## config.mk

```make
export PLATFORM = sky130hd
export DESIGN_NAME = osc_scan_array
export DESIGN_NICKNAME = d
export VERILOG_FILES = /design/src/rtl/osc_scan_pkg.sv /design/src/rtl/osc_edge_sync.sv /design/src/rtl/osc_cnt_cell.sv /design/src/rtl/osc_scan_seq.sv /design/src/rtl/osc_scan_array.sv
export SDC_FILE = /design/constraint.sdc
export NUM_CORES = 1
export LEC_CHECK = 0
export BUFFER_PORTS_ARGS = -buffer_cell sky130_fd_sc_hd__clkbuf_2
export CAP_MARGIN = 30
export CORE_ASPECT_RATIO = 0.9
export CORE_MARGIN = 4
export CORE_UTILIZATION = 41
export CTS_BUF_LIST = sky130_fd_sc_hd__clkbuf_4
export CTS_CLUSTER_SIZE = 12
export DETAILED_ROUTE_END_ITERATION = 12
export GPL_TIMING_DRIVEN = 0
export PLACE_DENSITY = 0.64
export SETUP_SLACK_MARGIN = 0.05
export SYNTH_ARGS = -nofsm -noshare
export SYNTH_HDL_FRONTEND = slang
export SYNTH_SLANG_ARGS = --single-unit
```

## constraint.sdc

```tcl
create_clock -name clk_i -period 1.9 [get_ports clk_i]
set_input_delay 0.19 -clock clk_i [delete_from_list [all_inputs] [get_ports clk_i]]
set_output_delay 0.19 -clock clk_i [all_outputs]
set_load 0.01 [all_outputs]
```

## src/rtl/osc_scan_pkg.sv

```systemverilog
package osc_scan_pkg;
  localparam int unsigned N_GROUPS = 4;

  function automatic int unsigned chain_len(input int unsigned n_cells, input int unsigned cnt_w);
    return n_cells * (cnt_w + 1);
  endfunction
endpackage

```

## src/rtl/osc_edge_sync.sv

```systemverilog
module osc_edge_sync (
  input  logic clk_i,
  input  logic rst_ni,
  input  logic osc_i,
  output logic rise_o
);
  logic [2:0] sync_q;

  always_ff @(posedge clk_i or negedge rst_ni) begin
    if (!rst_ni) sync_q <= '0;
    else         sync_q <= {sync_q[1:0], osc_i};
  end

  // sync_q[1] is the second synchronizer flop, sync_q[2] its delayed copy
  assign rise_o = sync_q[1] & ~sync_q[2];
endmodule

```

## src/rtl/osc_cnt_cell.sv

```systemverilog
module osc_cnt_cell #(
  parameter int unsigned CNT_W = 16
) (
  input  logic clk_i,
  input  logic rst_ni,
  input  logic inc_i,
  input  logic clr_i,
  input  logic shift_i,
  input  logic sin_i,
  output logic sout_o
);
  logic [CNT_W-1:0] cnt_q;
  logic             ovf_q;

  always_ff @(posedge clk_i or negedge rst_ni) begin
    if (!rst_ni) begin
      cnt_q <= '0;
      ovf_q <= 1'b0;
    end else if (shift_i) begin
      {ovf_q, cnt_q} <= {cnt_q, sin_i};
    end else if (clr_i) begin
      cnt_q <= '0;
      ovf_q <= 1'b0;
    end else if (inc_i) begin
      cnt_q <= cnt_q + 1'b1;
      if (&cnt_q) ovf_q <= 1'b1;
    end
  end

  assign sout_o = ovf_q;


  inc_chk: assert property (@(posedge clk_i) disable iff (!rst_ni)
    inc_i && !clr_i && !shift_i |=> cnt_q == CNT_W'($past(cnt_q) + 1'b1));

  hold_chk: assert property (@(posedge clk_i) disable iff (!rst_ni)
    !inc_i && !clr_i && !shift_i |=> $stable(cnt_q) && $stable(ovf_q));

  clr_chk: assert property (@(posedge clk_i) disable iff (!rst_ni)
    clr_i && !shift_i |=> cnt_q == '0 && !ovf_q);

  wrap_chk: assert property (@(posedge clk_i) disable iff (!rst_ni)
    inc_i && !clr_i && !shift_i && (&cnt_q) |=> cnt_q == '0 && ovf_q);

  ovf_sticky_chk: assert property (@(posedge clk_i) disable iff (!rst_ni)
    ovf_q && !clr_i && !shift_i |=> ovf_q);
endmodule

```

## src/rtl/osc_scan_seq.sv

```systemverilog
module osc_scan_seq #(
  parameter int unsigned CHAIN_LEN = 68
) (
  input  logic clk_i,
  input  logic rst_ni,
  input  logic cnt_en_i,
  input  logic shift_en_i,
  output logic busy_o
);
  localparam int unsigned LEN_W = $clog2(CHAIN_LEN + 1);

  logic             busy_q;
  logic [LEN_W-1:0] bit_cnt_q;
  logic             start;

  assign start = shift_en_i & ~cnt_en_i & ~busy_q;

  always_ff @(posedge clk_i or negedge rst_ni) begin
    if (!rst_ni) begin
      busy_q    <= 1'b0;
      bit_cnt_q <= '0;
    end else if (start) begin
      busy_q    <= 1'b1;
      bit_cnt_q <= '0;
    end else if (busy_q) begin
      bit_cnt_q <= bit_cnt_q + 1'b1;
      if (bit_cnt_q == LEN_W'(CHAIN_LEN - 1)) busy_q <= 1'b0;
    end
  end

  assign busy_o = busy_q;


  start_chk: assert property (@(posedge clk_i) disable iff (!rst_ni)
    $rose(busy_q) |-> $past(shift_en_i) && !$past(cnt_en_i));

  frame_len_chk: assert property (@(posedge clk_i) disable iff (!rst_ni)
    $fell(busy_q) |-> $past(bit_cnt_q) == LEN_W'(CHAIN_LEN - 1));

  cnt_range_chk: assert property (@(posedge clk_i) disable iff (!rst_ni)
    busy_q |-> bit_cnt_q < LEN_W'(CHAIN_LEN));
endmodule

```

## src/rtl/osc_scan_array.sv

```systemverilog
module osc_scan_array
  import osc_scan_pkg::*;
#(
  parameter int unsigned GRP_N = 4,
  parameter int unsigned CNT_W = 16
) (
  input  logic                      clk_i,
  input  logic                      rst_ni,
  input  logic [N_GROUPS*GRP_N-1:0] osc_i,
  input  logic                      cnt_en_i,
  input  logic                      clr_i,
  input  logic                      shift_en_i,
  output logic                      sdo_o,
  output logic                      frame_vld_o
);
  localparam int unsigned N_OSC     = N_GROUPS * GRP_N;
  localparam int unsigned CHAIN_LEN = chain_len(N_OSC, CNT_W);

  logic             busy;
  logic [N_OSC-1:0] rise;
  logic [N_OSC:0]   chain;

  osc_scan_seq #(.CHAIN_LEN(CHAIN_LEN)) u_seq (
    .clk_i      (clk_i),
    .rst_ni     (rst_ni),
    .cnt_en_i   (cnt_en_i),
    .shift_en_i (shift_en_i),
    .busy_o     (busy)
  );

  assign chain[N_OSC] = 1'b0;

  for (genvar g = 0; g < N_GROUPS; g++) begin : g_grp
    for (genvar k = 0; k < GRP_N; k++) begin : g_osc
      localparam int unsigned IDX = g * GRP_N + k;

      osc_edge_sync u_sync (
        .clk_i  (clk_i),
        .rst_ni (rst_ni),
        .osc_i  (osc_i[IDX]),
        .rise_o (rise[IDX])
      );

      osc_cnt_cell #(.CNT_W(CNT_W)) u_cell (
        .clk_i   (clk_i),
        .rst_ni  (rst_ni),
        .inc_i   (rise[IDX] & cnt_en_i & ~busy),
        .clr_i   (clr_i & ~busy),
        .shift_i (busy),
        .sin_i   (chain[IDX+1]),
        .sout_o  (chain[IDX])
      );
    end
  end

  assign sdo_o       = chain[0];
  assign frame_vld_o = busy;


  no_start_cnt_chk: assert property (@(posedge clk_i) disable iff (!rst_ni)
    !frame_vld_o && cnt_en_i |=> !frame_vld_o);
endmodule

```

==> impl_results.md, run 1 <==
- Fraction of layout cells with a size suffix above 1: between 15 and 20%
- Routed WL per cell: ~21 um
- Routed WL: ~56000 um
- Clock latency on the worst-skew pair: slightly above 0.8 ns
- Die Span Y: between 200 and 250 um
- Largest net degree at the start of global routing: between 100 and 150
- Ys Warns: 0
- Pleak: 8.82 nW
- HPWL after DPL: between 30000 and 40000 um
- Sequential area share after synthesis: a little under half
- DRT iter0 DRCs: 1622
- Gr usage total: 24.2%
- Vias: 16100
- Slew HR: approximately a third
- CP cell instances: nand3b_4 > or2_1 > buf_6 > or3_4 > or4_1 > nand3_1
- DRT Pass-1 Iters: 6
- Count of different cell masters after synthesis: 68
- First-pass GRT wire length: between 80000 and 90000 um
- Layout Cells excl Fill: about 2600
- Vias per Instance: about 6
- Htree depth: 3
- Mapped Area: 17300 sq um
- DP Worst Slack: -1.30 ns
- Fin. Hold Viols: 0
- Final clock skew: roughly 0.046 ns
- Final period util: 101%
- Pwr Density: slightly above 700 nW/um^2
- Crit Path Class: flip-flop to flip-flop
- Grt ovf: 0
- Setup violators final: 2
- CTS Buf Count: 90
- Violated checks: setup timing
- I/O pin cnt: 23
- Drc violations: 0
- CP max FO: 5
- Die footprint: 45500 sq um
- Crit. End Element: flip-flop
- Vias in the first global route: 15500
- CORE AREA: 41800 sq um
- Post-route setup slack: -0.0176 ns
- Worst stage delay on the critical path: around 0.42 ns
- Peak supply drop: approximately 480 uV
- PortBufs: 21
- R2r setup slk: -0.02 ns
- Number of synthesized flops with an enable pin: 0
- Routability cong.: slightly below 0.9
- Worst Tran Pin Value: 0.985 ns
- WP data required: 2.63 ns
- Starting Density: 41.4%
- CTS Buffer Depth: 3
- Syn-to-layout area delta: 18.7%
- CTS Root Cell: clkbuf_4
- Sink Count: 330
- Slowest-stage cell, CP: or3_4
- Final nets: 2070
- Flops & latches, synth: 330
- TritonCTS clock tree: built
- Unrepaired setup endpoints after global routing: yes
- Site Rows: between 70 and 80
- Clk pin slew, worst setup/hold paths: approximately 0.06 ns
- Synth Instances: between 1500 and 2000
- Width of the die: ~220 um
- Initial antenna violation count: 2
- Hold crit path type: input pin to flip-flop
- Status: complete, but fails checks
- Dpl cells: 2427
- Prevailing post-synth register cell: dfrtp_1
- Synthesized Nets: about 1900
- Async set-reset flop share out of synthesis: 100%
- Post-route ant nets: 0
- Maximum clock frequency: between 500 and 600 MHz
- Critical path startpoint category: flip-flop
- CP arrival: ~2.6 ns
- Max_cap viols: 0
- Avg Cell Area, Syn: 9.34 sq um
- Final Slew Violations: 0
- Final Critical Period: ~1.9 ns
report_power, final:
group	switching (mW)	total, mW	internal [mW]
registers	0.106	7.25	7.14
clock network	3.14	6.78	3.64
logic	0.471	0.699	0.228
total	3.72	14.7	11.0
area by class of cell:
cell class / instances / area, sq um
timing repair buffer: 96 / 862
antenna: 1 / 2.50
clock buffer: 136 / 1020
clock inverter: 20 / 155
tap: 547 / 684
multi-input combinational: 1385 / 8810
inverter: 29 / 109
sequential: 330 / 8270
fill: 3934 / 21200
buffer: 100 / 597
registers in the layout, summed over array words and instances, names as in the netlist:
register / flops
u_seq.busy_o: 1
g_grp.g_osc.u_cell.cnt_q: 256
u_seq.bit_cnt_q: 9
g_grp.g_osc.u_cell.sout_o: 16
g_grp.g_osc.u_sync.sync_q: 48
metrics by stage:
| stage | TNS, ns | total power, mW | hold slack, ns | area, sq um | utilization (%) |
|---|---|---|---|---|---|
| after floorplan | 0 | 7.63 | -0.106 | 17300 | - |
| after global placement | -2472.89 | 7.96 | 0.298 | 18100 | 43.3 |
| after detailed placement | -204.04 | 8.00 | 0.215 | 18200 | 43.7 |
| after CTS | -0.00699 | 14.9 | 0.00361 | 20100 | 48.2 |
| after global routing | -0.0789 | 15.3 | 0.0235 | 20500 | 49.1 |
| final | -0.0204 | 14.7 | 0.0466 | 20500 | 49.1 |
logic make-up after synthesis:
kind of cell	Yosys count	share of synthesized area [%]
multiplexers	89	5.20
flip-flops	330	47.8
AND/OR/NAND/NOR	793	22.6
adder cells (fa/ha/maj)	17	1.23
XOR/XNOR	56	2.84
buffers and inverters	135	3.04
AO/OA/AOI/OAI	430	17.3
cells in the final DEF, fill, tap and decap left out, drive strengths merged, types with 6 or more instances in the layout:
cell	n
mux2	6
mux2i	83
nand3b	11
o211ai	22
a32oi	6
o22ai	11
and3	48
o31a	6
o21ai	129
clkbuf	238
a22oi	6
nand2	336
and3b	12
o311ai	20
dfrtp	330
o41ai	7
and4	14
xnor2	28
dlygate4sd3	32
inv	31
a31oi	10
or3	6
nor3	37
clkinv	15
o31ai	18
and2	14
a22o	90
xor2	28
nand4	69
buf	62
nor2	91
nor4	21
ha	17
nand3	105
a21oi	53
a221o	11
metal layers:
| metal | up-vias | global-route usage [%] | routed length (um) |
|---|---|---|---|
| met5 | - | 0 | 0 |
| met4 | 0 | 9.52 | 2120 |
| met3 | 159 | 5.86 | 5320 |
| met2 | 745 | 35.9 | 24500 |
| met1 | 7952 | 34.4 | 24200 |
| li1 | 7269 | - | - |
synthesized netlist by cell type, types with 12 or more instances:
cell type / number / area, sq um
nand2_1: 336 / 1260
dfrtp_1: 330 / 8260
o21ai_0: 129 / 646
nand3_1: 105 / 526
a22o_1: 90 / 788
clkbuf_1: 88 / 330
nor2_1: 87 / 327
mux2i_1: 83 / 831
nand4_1: 68 / 425
a21oi_1: 53 / 265
and3_1: 48 / 300
nor3_1: 37 / 185
inv_1: 29 / 109
xnor2_1: 28 / 245
xor2_1: 28 / 245
o211ai_1: 22 / 165
o311ai_0: 20 / 175
o31ai_1: 18 / 135
ha_1: 17 / 213
nor4_1: 15 / 93.8
and2_1: 14 / 87.6
and4_1: 14 / 123
and3b_1: 12 / 105
critical path, delay by kind of cell, from the launching register on:
kind / cells / cell delay, ns
flip-flops: 1 / 0.38
AND/OR/NAND/NOR: 5 / 1.32
buffers and inverters: 1 / 0.12
worst paths after layout:
kind	from	cells past startpoint	to
worst max-delay path	g_grp[1].g_osc[1].u_sync.sync_q[2]	6	g_grp[1].g_osc[1].u_cell.cnt_q[15]
worst min-delay path	cnt_en_i	4	g_grp[2].g_osc[1].u_cell.cnt_q[0]
worst max register to register	g_grp[1].g_osc[1].u_sync.sync_q[2]	6	g_grp[1].g_osc[1].u_cell.cnt_q[15]
worst min register to register	g_grp[2].g_osc[1].u_sync.sync_q[0]	0	g_grp[2].g_osc[1].u_sync.sync_q[1]
max in group asynchronous	rst_ni	4	g_grp[0].g_osc[2].u_cell.cnt_q[5]
min in group asynchronous	rst_ni	3	g_grp[1].g_osc[2].u_cell.cnt_q[15]
timing repair:
item	4_1_cts	5_1_grt
resized for setup	122	64
setup buffers	11	22
pin swaps	7	18
hold buffers	32	0
hold endpoints to repair	349	0
endpoints found under the setup margin	280	174
Note: power is estimated with default switching activity, not from simulation.
==> run 2: changes to the inputs <==
HOLD_SLACK_MARGIN = 0.08   (was unset)
PLACE_DENSITY = unset   (was 0.64)
PLACE_DENSITY_LB_ADDON = 0.12   (was unset)
==> impl_results.md, run 2 (synthesized netlist as in run 1, its figures left out) <==
- Setup violators final: 0 (was 2)
- Post-route setup slack: 0.00866 ns (was -0.0176 ns)
- Int Power: 11.0 mW (about the same)
- Sink Count: 330 (unchanged)
- HPWL after DPL: 37600 um (was 35900 um)
- Gr usage total: 25.3% (was 24.2%)
- Htree depth: 3 (unchanged)
- Critical path startpoint category: input pin (was flip-flop)
- First-pass GRT wire length: 90500 um (was 87800 um)
- Final nets: 2092 (was 2070)
- Status: complete, but fails checks (unchanged)
- Clock latency on the worst-skew pair: 0.85 ns (was 0.83 ns)
- Final Critical Period: 1.89 ns (was 1.92 ns)
- Fraction of layout cells with a size suffix above 1: 17.0% (was 16.6%)
- Vias per Instance: 5.92 (was 6.10)
- Crit. End Element: flip-flop (unchanged)
- Largest Register: g_grp.g_osc.u_cell.cnt_q (unchanged)
- Starting Density: 41.4% (unchanged)
- Hold Buf Count CTS: 37 (was 32)
- Site Rows: 71 (unchanged)
- CORE AREA: 41800 sq um (unchanged)
- I/O pin cnt: 23 (unchanged)
- TritonCTS clock tree: built (unchanged)
- Pleak: 8.88 nW (was 8.82 nW)
- Pwr Density: 715 nW/um^2 (was 718 nW/um^2)
- Violated checks: hold timing (was setup timing)
- Dpl cells: 2434 (was 2427)
- DRT Pass-1 Iters: 5 (was 6)
- Post-route ant nets: 0 (unchanged)
- Routed WL per cell: 21.8 um (was 21.2 um)
- Grt ovf: 0 (unchanged)
- Commonest non-fill, non-tap cells in the layout: 335 x nand2_1, 323 x dfrtp_1, 146 x clkbuf_4 (was 336 x nand2_1, 322 x dfrtp_1, 149 x clkbuf_4)
- Leading cell type in the layout, fill and taps excluded: nand2_1 (unchanged)
- Crit Path Class: input pin to flip-flop (was flip-flop to flip-flop)
- Largest net degree at the start of global routing: 101 (was 107)
- Number of flip-flops under the largest register name: 256 (unchanged)
- WP data required: 2.59 ns (was 2.63 ns)
- Routed WL: 58000 um (was 56100 um)
- Switching share of power: 25.7% (was 25.2%)
- Net load switching power: 3.79 mW (was 3.72 mW)
- PortBufs: 21 (unchanged)
- Die footprint: 45500 sq um (unchanged)
- Hold WS: -0.0175 ns (was 0.0466 ns)
- CP arrival: 2.58 ns (was 2.64 ns)
- Final Slew Violations: 0 (unchanged)
- Drc violations: 0 (unchanged)
- Sequential share of power: 49.1% (was 49.2%)
- Reg2Reg Depth: 6 (unchanged)
- Width of the die: 224 um (unchanged)
- Worst Tran Pin Value: 1.08 ns (was 0.985 ns)
- DP Worst Slack: -1.32 ns (was -1.30 ns)
- CTS Buffer Depth: 3 (unchanged)
- Slew HR: 28.2% (was 34.3%)
- Total power: 14.8 mW (was 14.7 mW)
- Final period util: 99.5% (was 101%)
- DRT iter0 DRCs: 1440 (was 1622)
- Vias: 15800 (was 16100)
- Peak supply drop: 618 uV (was 478 uV)
- Layout Cells excl Fill: 2665 (was 2644)
- Vias in the first global route: 15200 (was 15500)
- CP max FO: 10 (was 5)
- Clock power share: 46.0% (about the same)
- CTS Root Cell: clkbuf_4 (unchanged)
- Die Span Y: 203 um (unchanged)
- Syn-to-layout area delta: 19.5% (was 18.7%)
- Max_cap viols: 0 (unchanged)
- Initial antenna violation count: 5 (was 2)
- CTS Buf Count: 93 (was 90)
- Fin Setup TNS: 0 ns (was -0.0204 ns)
- Final clock skew: 0.0546 ns (was 0.0460 ns)
- Routability cong.: 0.909 (was 0.879)
- Maximum clock frequency: 529 MHz (was 521 MHz)
- Fin. Hold Viols: 17 (was 0)
- Clk pin slew, worst setup/hold paths: 0.06 ns (about the same)
- Gate power share: 4.9% (was 4.7%)
- Hold crit path type: input pin to asynchronous set/reset pin (was input pin to flip-flop)
- Unrepaired setup endpoints after global routing: yes (unchanged)
==> run 2: cell types whose count changed in the layout (fill, tap and decap cells not counted), moves of 4 or more <==
cell           delta
dlygate4sd3_1     +4
buf_8             +4
clkbuf_2          +4
buf_4             +6
==> run 2: area by class of cell <==
| type | count | area [sq um] |
|---|---|---|
| Timing Repair Buffer | 115 | 1060 |
| Tap cell | 547 | 684 |
| Buffer | 100 | 553 |
| Sequential cell | 330 | 8270 |
| Multi-Input combinational cell | 1385 | 8810 |
| Clock buffer | 140 | 1050 |
| Antenna cell | 3 | 7.51 |
| Clock inverter | 16 | 113 |
| Inverter | 29 | 109 |
| Fill cell | 3952 | 21100 |
==> run 2: final timing paths <==
| path | slack, ns | from | to |
|---|---|---|---|
| min in group clk_i | 0.21 | clr_i | g_grp[1].g_osc[1].u_cell.cnt_q[13] |
| worst max register to register | 0.03 | g_grp[1].g_osc[1].u_cell.cnt_q[0] | g_grp[1].g_osc[1].u_cell.cnt_q[12] |
| worst max-delay path | 0.009 | clr_i | g_grp[2].g_osc[0].u_cell.cnt_q[10] |
| worst min-delay path | -0.02 | rst_ni | g_grp[3].g_osc[2].u_sync.sync_q[1] |
| worst min register to register | 0.34 | g_grp[0].g_osc[0].u_sync.sync_q[0] | g_grp[0].g_osc[0].u_sync.sync_q[1] |
| max in group asynchronous | 0.53 | rst_ni | g_grp[0].g_osc[2].u_sync.sync_q[0] |
==> run 2: what timing repair did <==
action                                 CTS  global route
gates resized for setup                 95            66
pin swaps                                7            25
endpoints found under the hold margin  265            74
setup endpoints to repair              281           162
gates cloned                             0             0
buffers inserted                         9            33
==> run 2: metal layers <==
metal | wire length [um] | vias to the layer above | global-route usage (%)
met2 | 25400 | 536 | 38.1
met5 | 0 | - | 0
li1 | - | 7295 | -
met3 | 3900 | 125 | 4.57
met4 | 1720 | 0 | 8.40
met1 | 26900 | 7820 | 37.2
==> run 2: worst max-delay path, cell delays in order <==
cell	delay (ns)
clkbuf_1	0.54
clkbuf_1	0.87
clkbuf_1	0.63
buf_6	0.24
o21ai_0	0.09
==> run 2: stage by stage <==
step	instance area [sq um]	util (%)
final	20600	49.4
after global routing	20600	49.4
after CTS	20200	48.4
after detailed placement	18300	43.9
after global placement	18100	43.3
after floorplan	17300	-
==> run 2: power groups by stage <==
stage	Sequential, mW	Combinational, mW	Clock, mW
floorplan	7.35	0.283	0
global placement	7.38	0.598	0
detailed placement	7.38	0.637	0
CTS	7.25	0.709	6.97
global route	7.26	0.800	7.34
finish	7.25	0.724	6.78
